===== config.mk =====
export PLATFORM = sky130hd
export DESIGN_NAME = pyld_rdreq_gen
export DESIGN_NICKNAME = d
export VERILOG_FILES = /design/src/rtl/prg_pkg.sv /design/src/rtl/prg_src_unpack.sv /design/src/rtl/prg_len_sel.sv /design/src/rtl/pyld_rdreq_gen.sv
export SDC_FILE = /design/constraint.sdc
export NUM_CORES = 1
export LEC_CHECK = 0
export CAP_MARGIN = 15
export CORE_ASPECT_RATIO = 1.5
export CORE_MARGIN = 2
export CORE_UTILIZATION = 56
export CTS_CLUSTER_SIZE = 28
export DETAILED_ROUTE_END_ITERATION = 8
export PLACE_DENSITY = 0.87
export SYNTH_ARGS = -nofsm -noshare
export SYNTH_HDL_FRONTEND = slang
export SYNTH_SLANG_ARGS = --single-unit
export TNS_END_PERCENT = 5

===== constraint.sdc =====
create_clock -name clk -period 15.64 [get_ports clk]
set_input_delay 2.346 -clock clk [delete_from_list [all_inputs] [get_ports clk]]
set_output_delay 2.346 -clock clk [all_outputs]
set_load 0.05 [all_outputs]

===== src/rtl/prg_pkg.sv =====
package prg_pkg;
  localparam int NFRAG    = 5;
  localparam int NEXT     = 3;
  localparam int PAGE_LG2 = 12;
  localparam int SLOT_W   = $clog2(NFRAG);

  typedef enum logic {
    WALK_LINE = 1'b0,
    WALK_FRAG = 1'b1
  } walk_mode_e;
endpackage


===== src/rtl/prg_src_unpack.sv =====
module prg_src_unpack
  import prg_pkg::*;
#(
  parameter int ADDR_W = 48
) (
  input  logic [NFRAG-1:0][31:0]       src_lo,
  input  logic [NEXT-1:0][31:0]        ext_words,
  output logic [NFRAG-1:0][ADDR_W-1:0] src_addr
);
  // even slots take the high 12-bit field at <<20, odd slots the low field at <<8
  for (genvar k = 0; k < NFRAG; k++) begin : g_slot
    if (k % 2 == 0) begin : g_hi
      assign src_addr[k] = ADDR_W'(src_lo[k])
                         + (ADDR_W'(ext_words[k/2][27:16]) << 20);
    end else begin : g_lo
      assign src_addr[k] = ADDR_W'(src_lo[k])
                         + (ADDR_W'(ext_words[(k+1)/2][11:0]) << 8);
    end
  end
endmodule


===== src/rtl/prg_len_sel.sv =====
module prg_len_sel
  import prg_pkg::*;
#(
  parameter int ADDR_W = 48,
  parameter int LEN_W  = 32
) (
  input  walk_mode_e        mode,
  input  logic [LEN_W-1:0]  line_len,
  input  logic [ADDR_W-1:0] addr,
  input  logic [LEN_W-1:0]  remaining,
  input  logic              last_slot,
  output logic [LEN_W-1:0]  req_len,
  output logic              is_last
);
  localparam logic [LEN_W-1:0] PAGE_BYTES = LEN_W'(1 << PAGE_LG2);

  logic [LEN_W-1:0] page_room;
  logic [LEN_W-1:0] raw_len;
  logic             fits;

  always_comb begin
    page_room = PAGE_BYTES - LEN_W'(addr[PAGE_LG2-1:0]);
    raw_len   = (mode == WALK_FRAG) ? page_room : line_len;
    fits      = (remaining <= raw_len);
    req_len   = fits ? remaining : raw_len;
    is_last   = fits || ((mode == WALK_FRAG) && last_slot);
  end
endmodule


===== src/rtl/pyld_rdreq_gen.sv =====
module pyld_rdreq_gen
  import prg_pkg::*;
#(
  parameter int NCH    = 6,
  parameter int ADDR_W = 48,
  parameter int LEN_W  = 32,
  parameter int CH_W   = $clog2(NCH)
) (
  input  logic                  clk,
  input  logic                  rst_n,
  input  logic                  start,
  input  logic [CH_W-1:0]       start_ch,
  input  logic                  frag_mode,
  input  logic [LEN_W-1:0]      xfer_size,
  input  logic [31:0]           size_stride,
  input  logic [NFRAG-1:0][31:0] src_lo,
  input  logic [NEXT-1:0][31:0]  ext_words,
  output logic                  req_valid,
  input  logic                  req_ready,
  output logic [ADDR_W-1:0]     req_addr,
  output logic [LEN_W-1:0]      req_len,
  input  logic                  rd_err,
  output logic                  done,
  output logic [NCH-1:0]        data_err,
  output logic [LEN_W-1:0]      bytes_issued
);
  // reset: asserted asynchronously, released on the clock
  logic [1:0] rst_sync_q;
  logic       rst_int_n;

  always_ff @(posedge clk or negedge rst_n) begin
    if (!rst_n) rst_sync_q <= 2'b00;
    else        rst_sync_q <= {rst_sync_q[0], 1'b1};
  end
  assign rst_int_n = rst_sync_q[1];

  // state
  logic                        busy_q, busy_d;
  walk_mode_e                  mode_q, mode_d;
  logic [CH_W-1:0]             ch_q, ch_d;
  logic [LEN_W-1:0]            rem_q, rem_d;
  logic [ADDR_W-1:0]           stride_q, stride_d;
  logic [LEN_W-1:0]            line_q, line_d;
  logic [SLOT_W-1:0]           slot_q, slot_d;
  logic [NFRAG-1:0][ADDR_W-1:0] addr_q, addr_d;
  logic [LEN_W-1:0]            cnt_q, cnt_d;
  logic                        done_q, done_d;
  logic [NCH-1:0]              err_q, err_d;

  logic [NFRAG-1:0][ADDR_W-1:0] src_addr;
  logic [ADDR_W-1:0]           cur_addr;
  logic [LEN_W-1:0]            cur_len;
  logic                        cur_last;
  logic                        empty_desc;
  logic                        state_en;

  prg_src_unpack #(.ADDR_W(ADDR_W)) u_unpack (
    .src_lo    (src_lo),
    .ext_words (ext_words),
    .src_addr  (src_addr)
  );

  assign cur_addr = addr_q[slot_q];

  prg_len_sel #(.ADDR_W(ADDR_W), .LEN_W(LEN_W)) u_len (
    .mode      (mode_q),
    .line_len  (line_q),
    .addr      (cur_addr),
    .remaining (rem_q),
    .last_slot (slot_q == SLOT_W'(NFRAG-1)),
    .req_len   (cur_len),
    .is_last   (cur_last)
  );

  assign empty_desc = (xfer_size == '0)
                    || (!frag_mode && (size_stride[17:0] == 18'd0));

  // next state
  always_comb begin
    busy_d   = busy_q;
    mode_d   = mode_q;
    ch_d     = ch_q;
    rem_d    = rem_q;
    stride_d = stride_q;
    line_d   = line_q;
    slot_d   = slot_q;
    addr_d   = addr_q;
    cnt_d    = cnt_q;
    done_d   = 1'b0;
    err_d    = '0;
    if (!busy_q) begin
      if (start) begin
        mode_d   = frag_mode ? WALK_FRAG : WALK_LINE;
        ch_d     = start_ch;
        rem_d    = xfer_size;
        stride_d = ADDR_W'({size_stride[31:18], 4'b0000});
        line_d   = LEN_W'(size_stride[17:0]);
        slot_d   = '0;
        addr_d   = src_addr;
        cnt_d    = '0;
        if (empty_desc) done_d = 1'b1;
        else            busy_d = 1'b1;
      end
    end else if (rd_err) begin
      busy_d      = 1'b0;
      done_d      = 1'b1;
      err_d[ch_q] = 1'b1;
    end else if (req_ready) begin
      cnt_d = cnt_q + cur_len;
      rem_d = rem_q - cur_len;
      if (mode_q == WALK_FRAG) slot_d = slot_q + 1'b1;
      else                     addr_d[0] = addr_q[0] + stride_q;
      if (cur_last) begin
        busy_d = 1'b0;
        done_d = 1'b1;
      end
    end
  end

  // explicit clock enable for the wide payload state
  assign state_en = busy_q ? (rd_err || req_ready) : start;

  always_ff @(posedge clk or negedge rst_int_n) begin
    if (!rst_int_n) begin
      busy_q   <= 1'b0;
      mode_q   <= WALK_LINE;
      ch_q     <= '0;
      rem_q    <= '0;
      stride_q <= '0;
      line_q   <= '0;
      slot_q   <= '0;
      addr_q   <= '0;
      cnt_q    <= '0;
      done_q   <= 1'b0;
      err_q    <= '0;
    end else begin
      done_q <= done_d;
      err_q  <= err_d;
      if (state_en) begin
        busy_q   <= busy_d;
        mode_q   <= mode_d;
        ch_q     <= ch_d;
        rem_q    <= rem_d;
        stride_q <= stride_d;
        line_q   <= line_d;
        slot_q   <= slot_d;
        addr_q   <= addr_d;
        cnt_q    <= cnt_d;
      end
    end
  end

  assign req_valid    = busy_q;
  assign req_addr     = cur_addr;
  assign req_len      = cur_len;
  assign done         = done_q;
  assign data_err     = err_q;
  assign bytes_issued = cnt_q;
endmodule


**Word-level counts from Yosys, hierarchy flattened**

Index checks and enable logic that the tools add are counted.

- Bits in registers: 293
- Latch bits: 0
- Memory bits (writable): 0
- Memory bits (read-only): 0
- Input bits: 329
- Memories: 0

- Add/subtract/negate cells: 10
- $mul: 0
- Div/mod/pow operators: 0
- $lt $le $gt $ge: 4
- Equal/unequal tests: 5
- Shift operators: 0
- Muxes and demuxes: 40
- Bitwise operators: 1
- Reduce and logical (&&, ||, !) cells: 14

Operators by type and width:

| operator | count |
|---|---|
| 32-bit two-way mux | 10 |
| 48-bit two-way mux | 6 |
| 48-bit binary-select mux with 3-bit select | 1 |
| 32-bit by 32-bit adder with 33-bit output | 3 |
| 32-bit by 20-bit adder with 33-bit output | 2 |
| 48-bit by 18-bit adder with 48-bit output | 1 |
| 32-bit adder | 1 |
| 32-bit <= comparator | 1 |
| 32-bit zero test | 1 |
| 32-bit subtractor | 1 |
| 18-bit zero test | 1 |
| 1-bit two-way mux | 15 |
| 3-bit two-way mux | 5 |
| 13-bit by 12-bit subtractor with 14-bit output (first input constant) | 1 |
| 6-bit two-way mux | 2 |
| 5-bit AND reduction | 2 |
| 3-bit by 4-bit < comparator with 1-bit output (second input constant) | 2 |
| 2-bit != test (second input constant) | 3 |
| 4-bit AND reduction | 1 |
| 3-bit by 1-bit adder with 3-bit output (second input constant) | 1 |
| 1-bit demux with 3-bit select | 1 |
| 3-bit equality test (second input constant) | 1 |
| 3-bit by 1-bit >= comparator with 1-bit output (second input constant) | 1 |
| 1-bit logical AND | 3 |
| other kinds (6) | 8 |

**Depth between registers and ports, before layout**

- Depth after elaboration: 10
- Depth in mapped cells: 36
- Gate-level depth less buffers: 32

**Cells and area by module**

From an unflattened synthesis, not the netlist that was laid out.

- Cells, all modules: 3200
- Area, all modules: 25744.7 um^2

By module, submodules not included:

| module | instances | cells each | area an instance (um^2) | seq. area each (um^2) |
|---|---|---|---|---|
| pyld_rdreq_gen | 1 | 2440 | 20053.0 | 8833.5 |
| prg_src_unpack | 1 | 545 | 4096.4 | 0.0 |
| prg_len_sel | 1 | 215 | 1595.3 | 0.0 |

**Least setup slack after synthesis**

No wires, ideal clock.

- Kind: reg2reg
- Start point: register slot_q[2]
- End point: register cnt_q[28] (netlist: bytes_issued[28])
- Arrival: 8199 ps
- Setup slack: 7307 ps
- Cell stages (with the launch flop): 30
- Buffers on the path: 3
- Period minus slack after synthesis: 8333 ps
- Path through: dfrtp_1 buf_2 clkbuf_1 nand3_1 o21ai_0 or3_1 or4_1 xnor2_1 a21oi_1 inv_1 ha_1 nand4_1 nor3_1 nand4_1 a2111oi_4 o21ai_2 buf_2 o21ai_0 ha_1 fa_1 nand3_1 a2111oi_0 a21oi_1 a22oi_1 a2111oi_0 o21ai_0 a21oi_1 o21ai_0 xnor2_1 o21ai_0

- Cells in the longest elaborated chain, start to end: 10

Ends and longest elaborated chain:

| item | line | source |
|---|---|---|
| from (decl) | pyld_rdreq_gen.sv:44 | `logic [SLOT_W-1:0] slot_q, slot_d;` |
| from (signal assigned) | pyld_rdreq_gen.sv:146 | `slot_q <= slot_d;` |
| 48-bit binary-select mux with 3-bit select | pyld_rdreq_gen.sv:63 | `assign cur_addr = addr_q[slot_q];` |
| 48-bit two-way mux (not written as such) | pyld_rdreq_gen.sv:63 |  |
| net req_addr[5] | pyld_rdreq_gen.sv:20 | `output logic [ADDR_W-1:0] req_addr,` |
| 13-bit by 12-bit subtractor with 14-bit output | prg_len_sel.sv:22 | `page_room = PAGE_BYTES - LEN_W'(addr[PAGE_LG2-1:0]);` |
| 32-bit two-way mux | prg_len_sel.sv:23 | `raw_len = (mode == WALK_FRAG) ? page_room : line_len;` |
| 32-bit <= comparator | prg_len_sel.sv:24 | `fits = (remaining <= raw_len);` |
| 32-bit two-way mux | prg_len_sel.sv:25 | `req_len = fits ? remaining : raw_len;` |
| net req_len[0] | pyld_rdreq_gen.sv:21 | `output logic [LEN_W-1:0] req_len,` |
| 32-bit adder | pyld_rdreq_gen.sv:109 | `cnt_d = cnt_q + cur_len;` |
| 32-bit two-way mux | pyld_rdreq_gen.sv:108 | `end else if (req_ready) begin` |
| 32-bit two-way mux | pyld_rdreq_gen.sv:104 | `end else if (rd_err) begin` |
| 32-bit two-way mux | pyld_rdreq_gen.sv:91 | `if (!busy_q) begin` |
| to (signal assigned) | pyld_rdreq_gen.sv:148 | `cnt_q <= cnt_d;` |
| to (decl) | pyld_rdreq_gen.sv:46 | `logic [LEN_W-1:0] cnt_q, cnt_d;` |

The timed path passes the listed nets, and every way through them passes these cells. The select of a mux whose other input is x is not followed.
A chain may end at the register's enable or synchronous reset.

**Worst setup path after layout**

- Start point: register slot_q[2]
- End point: output req_len[1]

- Cells in the longest elaborated chain, start to end: 6

Ends and longest elaborated chain:

| item | line |
|---|---|
| 48-bit binary-select mux with 3-bit select (*) | pyld_rdreq_gen.sv:63 |
| 48-bit two-way mux (not written as such) (*) | pyld_rdreq_gen.sv:63 |
| 13-bit by 12-bit subtractor with 14-bit output (*) | prg_len_sel.sv:22 |
| 32-bit two-way mux (*) | prg_len_sel.sv:23 |
| 32-bit <= comparator | prg_len_sel.sv:24 |
| 32-bit two-way mux (*) | prg_len_sel.sv:25 |
| to (decl) | pyld_rdreq_gen.sv:21 |

Every way passes the cells marked *; elsewhere a longest branch is shown, timed or not. The select of a mux whose other input is x is not followed.

==> flow_summary.json <==
{
  "antenna_found_initial": 11,
  "critPathMaxFanout": 40,
  "finClkSkew_ns": 0.0246,
  "routed_wl_um": 62200,
  "setup_violations": 0,
  "hold_path_class": "reg2reg",
  "die-area_mm2": 0.0376,
  "total_power_uw": 4030,
  "grt-busiest-layer": "met2",
  "nets": 3282,
  "synth_edf_count": 0,
  "port-buffer-count": 398,
  "drive_gt1_frac": 0.0455,
  "cts.reportedPaths.clkPinSlew_ns": 0.07,
  "period_share": 0.615,
  "cp-end-kind": "primary output",
  "max_slew_margin": 0.236,
  "die_y_um": 237,
  "finalCriticalPeriod_ns": 9.62,
  "placed_cell_area_mm2": 0.0246,
  "synth_seq_area_share": 0.363,
  "synth_flop_cell": "dfrtp_1",
  "slowest_delay_ns": 0.91,
  "cts_resized": 0,
  "use_met1": 0.364,
  "fp-row-count": 85,
  "setup_tns_ns": 0,
  "gr-total-overflow": 0,
  "grtUsageTotal": 0.326,
  "clock.fmax_ghz": 0.104,
  "required_ns": 13.29,
  "start_util": 0.565,
  "post-cts-setup-buffers": 0,
  "crit_type": "reg2out",
  "cts_root_buffer": "clkbuf_16",
  "post-dp-hpwl_um": 46800,
  "pin_count": 449,
  "antenna_left": 0,
  "pwr_density_cell_mw_per_mm2": 157,
  "drtIter0Drc": 1419,
  "cp-start-kind": "flop",
  "die_w_um": 159,
  "htreeDepth": 1,
  "max-cap-violations": 0,
  "grt_setup_unrepaired": "false",
  "vias": 19400,
  "crit_buf_inv": 5,
  "final_area_mm2": 0.0256,
  "slew_viol_final": 0,
  "synth_cell_types": 79,
  "yosys_warnings": 0,
  "clk_latency_ns": 0.57,
  "clock_path_buffers": 3,
  "firstDrtPassIters": 7,
  "outcome": "completed",
  "p_leak_uw": 0.0117,
  "ys_ff_latch": 293,
  "area_delta_synth_final_pct": 26.8,
  "ctsHoldBuffers": 0,
  "grt_pass1_vias": 19600,
  "crit_slowest_cell": "clkdlybuf4s50_1",
  "vdd_drop_max_v": 0.0000952,
  "syn_area_mm2": 0.0202,
  "async_flop_share": 1.00,
  "grt_pass1_wl_um": 99500,
  "drc": 0,
  "routed_via_density": 5.86,
  "routabilityCongestion": 0.941,
  "met2_usage": 0.591,
  "grtUsageMet3": 0.0459,
  "tritoncts": "built",
  "cts-buffers-inserted": 29,
  "core-area_mm2": 0.0357,
  "cp_cell_sequence": "buf_4 -> nand2b_1 -> buf_4 -> nor2_1 -> a21oi_1 -> nand3_1 -> or3_1 -> or4_1 -> xnor2_1 -> a21oi_1 -> inv_1 -> ha_1 -> nand4_1 -> nor3_1 -> nand4_1 -> a2111oi_4 -> o21ai_2 -> buf_4 -> a21oi_1 -> clkdlybuf4s50_1",
  "cpLargestDelayFamily": "buffers and inverters",
  "grt_max_degree": 175,
  "syn_avg_cell_area_um2": 8.29,
  "cp.arrival_ns": 7.28,
  "max_slew.worst_pin.slew_ns": 1.14,
  "final_hold_viol_count": 0,
  "numClockSinks": 293,
  "syn_inst": 2436,
  "wire_per_inst_um": 18.8
}
## cells in the mapped netlist (4+ instances only)
cell | count | area [um2]
mux2i_1 | 82 | 821
nand4_1 | 21 | 131
mux2_2 | 15 | 169
nor2b_1 | 25 | 156
buf_4 | 14 | 105
a22oi_1 | 4 | 30.0
nand3_1 | 70 | 350
nand2_1 | 508 | 1910
xnor2_1 | 68 | 596
a21o_1 | 39 | 293
o211ai_1 | 10 | 75.1
o22ai_1 | 27 | 169
a41oi_1 | 4 | 35.0
o31ai_1 | 7 | 52.6
nand2b_1 | 24 | 150
nor4_1 | 17 | 106
inv_1 | 85 | 319
o41ai_1 | 4 | 35.0
xor2_1 | 74 | 648
buf_2 | 7 | 35.0
o21ai_0 | 192 | 961
buf_1 | 11 | 41.3
ha_1 | 151 | 1890
a211o_1 | 7 | 61.3
a211oi_1 | 9 | 67.6
or2_2 | 8 | 50.1
inv_2 | 4 | 15.0
nor3_1 | 37 | 185
o21bai_1 | 10 | 75.1
clkbuf_1 | 85 | 319
and3_1 | 28 | 175
or3_1 | 12 | 75.1
dfrtp_1 | 293 | 7330
o21a_1 | 16 | 120
nor2_1 | 175 | 657
a31o_2 | 4 | 35.0
fa_1 | 8 | 160
a31oi_1 | 15 | 93.8
and2_1 | 19 | 119
a21oi_1 | 176 | 881
a21boi_0 | 9 | 67.6
## path summary, 6_finish.rpt
kind,from,end,slack (ns),depth (start not counted)
max,slot_q[2]$_DFFE_PN0P_,req_len[1],6.02,20
min,rst_sync_q[0]$_DFF_PN0_,rst_sync_q[1]$_DFF_PN0_,0.36,0
max reg2reg,slot_q[2]$_DFFE_PN0P_,bytes_issued[28]$_DFFE_PN0P_,6.50,31
min reg2reg,rst_sync_q[0]$_DFF_PN0_,rst_sync_q[1]$_DFF_PN0_,0.36,0
max in group asynchronous,rst_sync_q[1]$_DFF_PN0_,req_valid$_DFFE_PN0P_,12.89,2
min in group asynchronous,rst_sync_q[1]$_DFF_PN0_,addr_q[97]$_DFFE_PN0P_,0.38,0
## state kept, by name, indices dropped and copies added, names as in the netlist, 2 cells and up
name          count
addr_q          180
bytes_issued     32
ch_q              3
data_err          6
line_q           18
rem_q            32
rst_sync_q        2
slot_q            3
stride_q         14
## worst reg2reg max path, delay by kind of cell (launching register included)
family | cells | cell delay [ns]
DFF | 1 | 0.34
buffers and inverters | 4 | 1.23
AOI/OAI and AO/OA | 13 | 4.02
xor gates and xnor gates | 2 | 0.30
adders and majority gates | 3 | 0.85
and+or+nand+nor | 9 | 2.21
## power by group
group	leakage, uW	switching [uW]	internal (uW)
clock network	0.000490	313	441
logic	0.00752	1300	843
registers	0.00364	177	956
## placed cells by master (no fill, tap or decap), types with 12 or more instances in the layout
cell / instances
or3_1: 12
ha_1: 151
nor2_1: 173
o21ai_0: 192
xnor2_1: 68
mux2_2: 15
clkbuf_16: 29
conb_1: 28
and2_1: 19
xor2_1: 74
clkdlybuf4s50_1: 398
diode_2: 12
buf_4: 21
and3_1: 28
a31oi_1: 15
a21oi_1: 176
a21o_1: 39
inv_1: 84
dfrtp_1: 289
o21a_1: 16
nand2b_1: 24
nand3_1: 70
nor2b_1: 23
mux2i_1: 82
o22ai_1: 27
nor4_1: 17
nand4_1: 21
nor3_1: 37
nand2_1: 507
## area by class of cell
cell class                 instances  area, um2
multi-input combinational       1960      12100
fill                            2744      10100
sequential                       293       7340
timing repair buffer             420       4160
clock buffer                      37        796
tap                              478        598
inverter                          90        338
clock inverter                    15        211
antenna                           12       30.0
## cell families after synthesis
group / after synthesis / share of synthesized area
flops: 293 / 0.363
buf+inv: 209 / 0.0426
fa+ha+maj: 159 / 0.101
other cells: 2 / 0.000372
simple gates: 965 / 0.211
xor+xnor: 142 / 0.0616
mux: 102 / 0.0535
compound gates: 564 / 0.167
## routing by layer
| layer | wire [um] | vias up | share of wire |
|---|---|---|---|
| met1 | 22300 | 9187 | 0.36 |
| met3 | 4180 | 209 | 0.067 |
| met5 | 0 | - | 0 |
| met2 | 31900 | 826 | 0.51 |
| met4 | 3850 | 0 | 0.062 |
| li1 | - | 9135 | - |
## per-stage QoR
stage	std cells	hold slack, ns	utilization	setup WS, ns
floorplan	2462	0.331	-	6.87
CTS	3293	0.358	0.716	6.10
detailed placement	3241	0.343	0.688	6.68
finish	3305	0.355	0.717	6.02
global placement	3241	0.339	0.688	6.77
global route	3304	0.361	0.717	5.58
No activity file was read; power rests on OpenSTA's default activity.
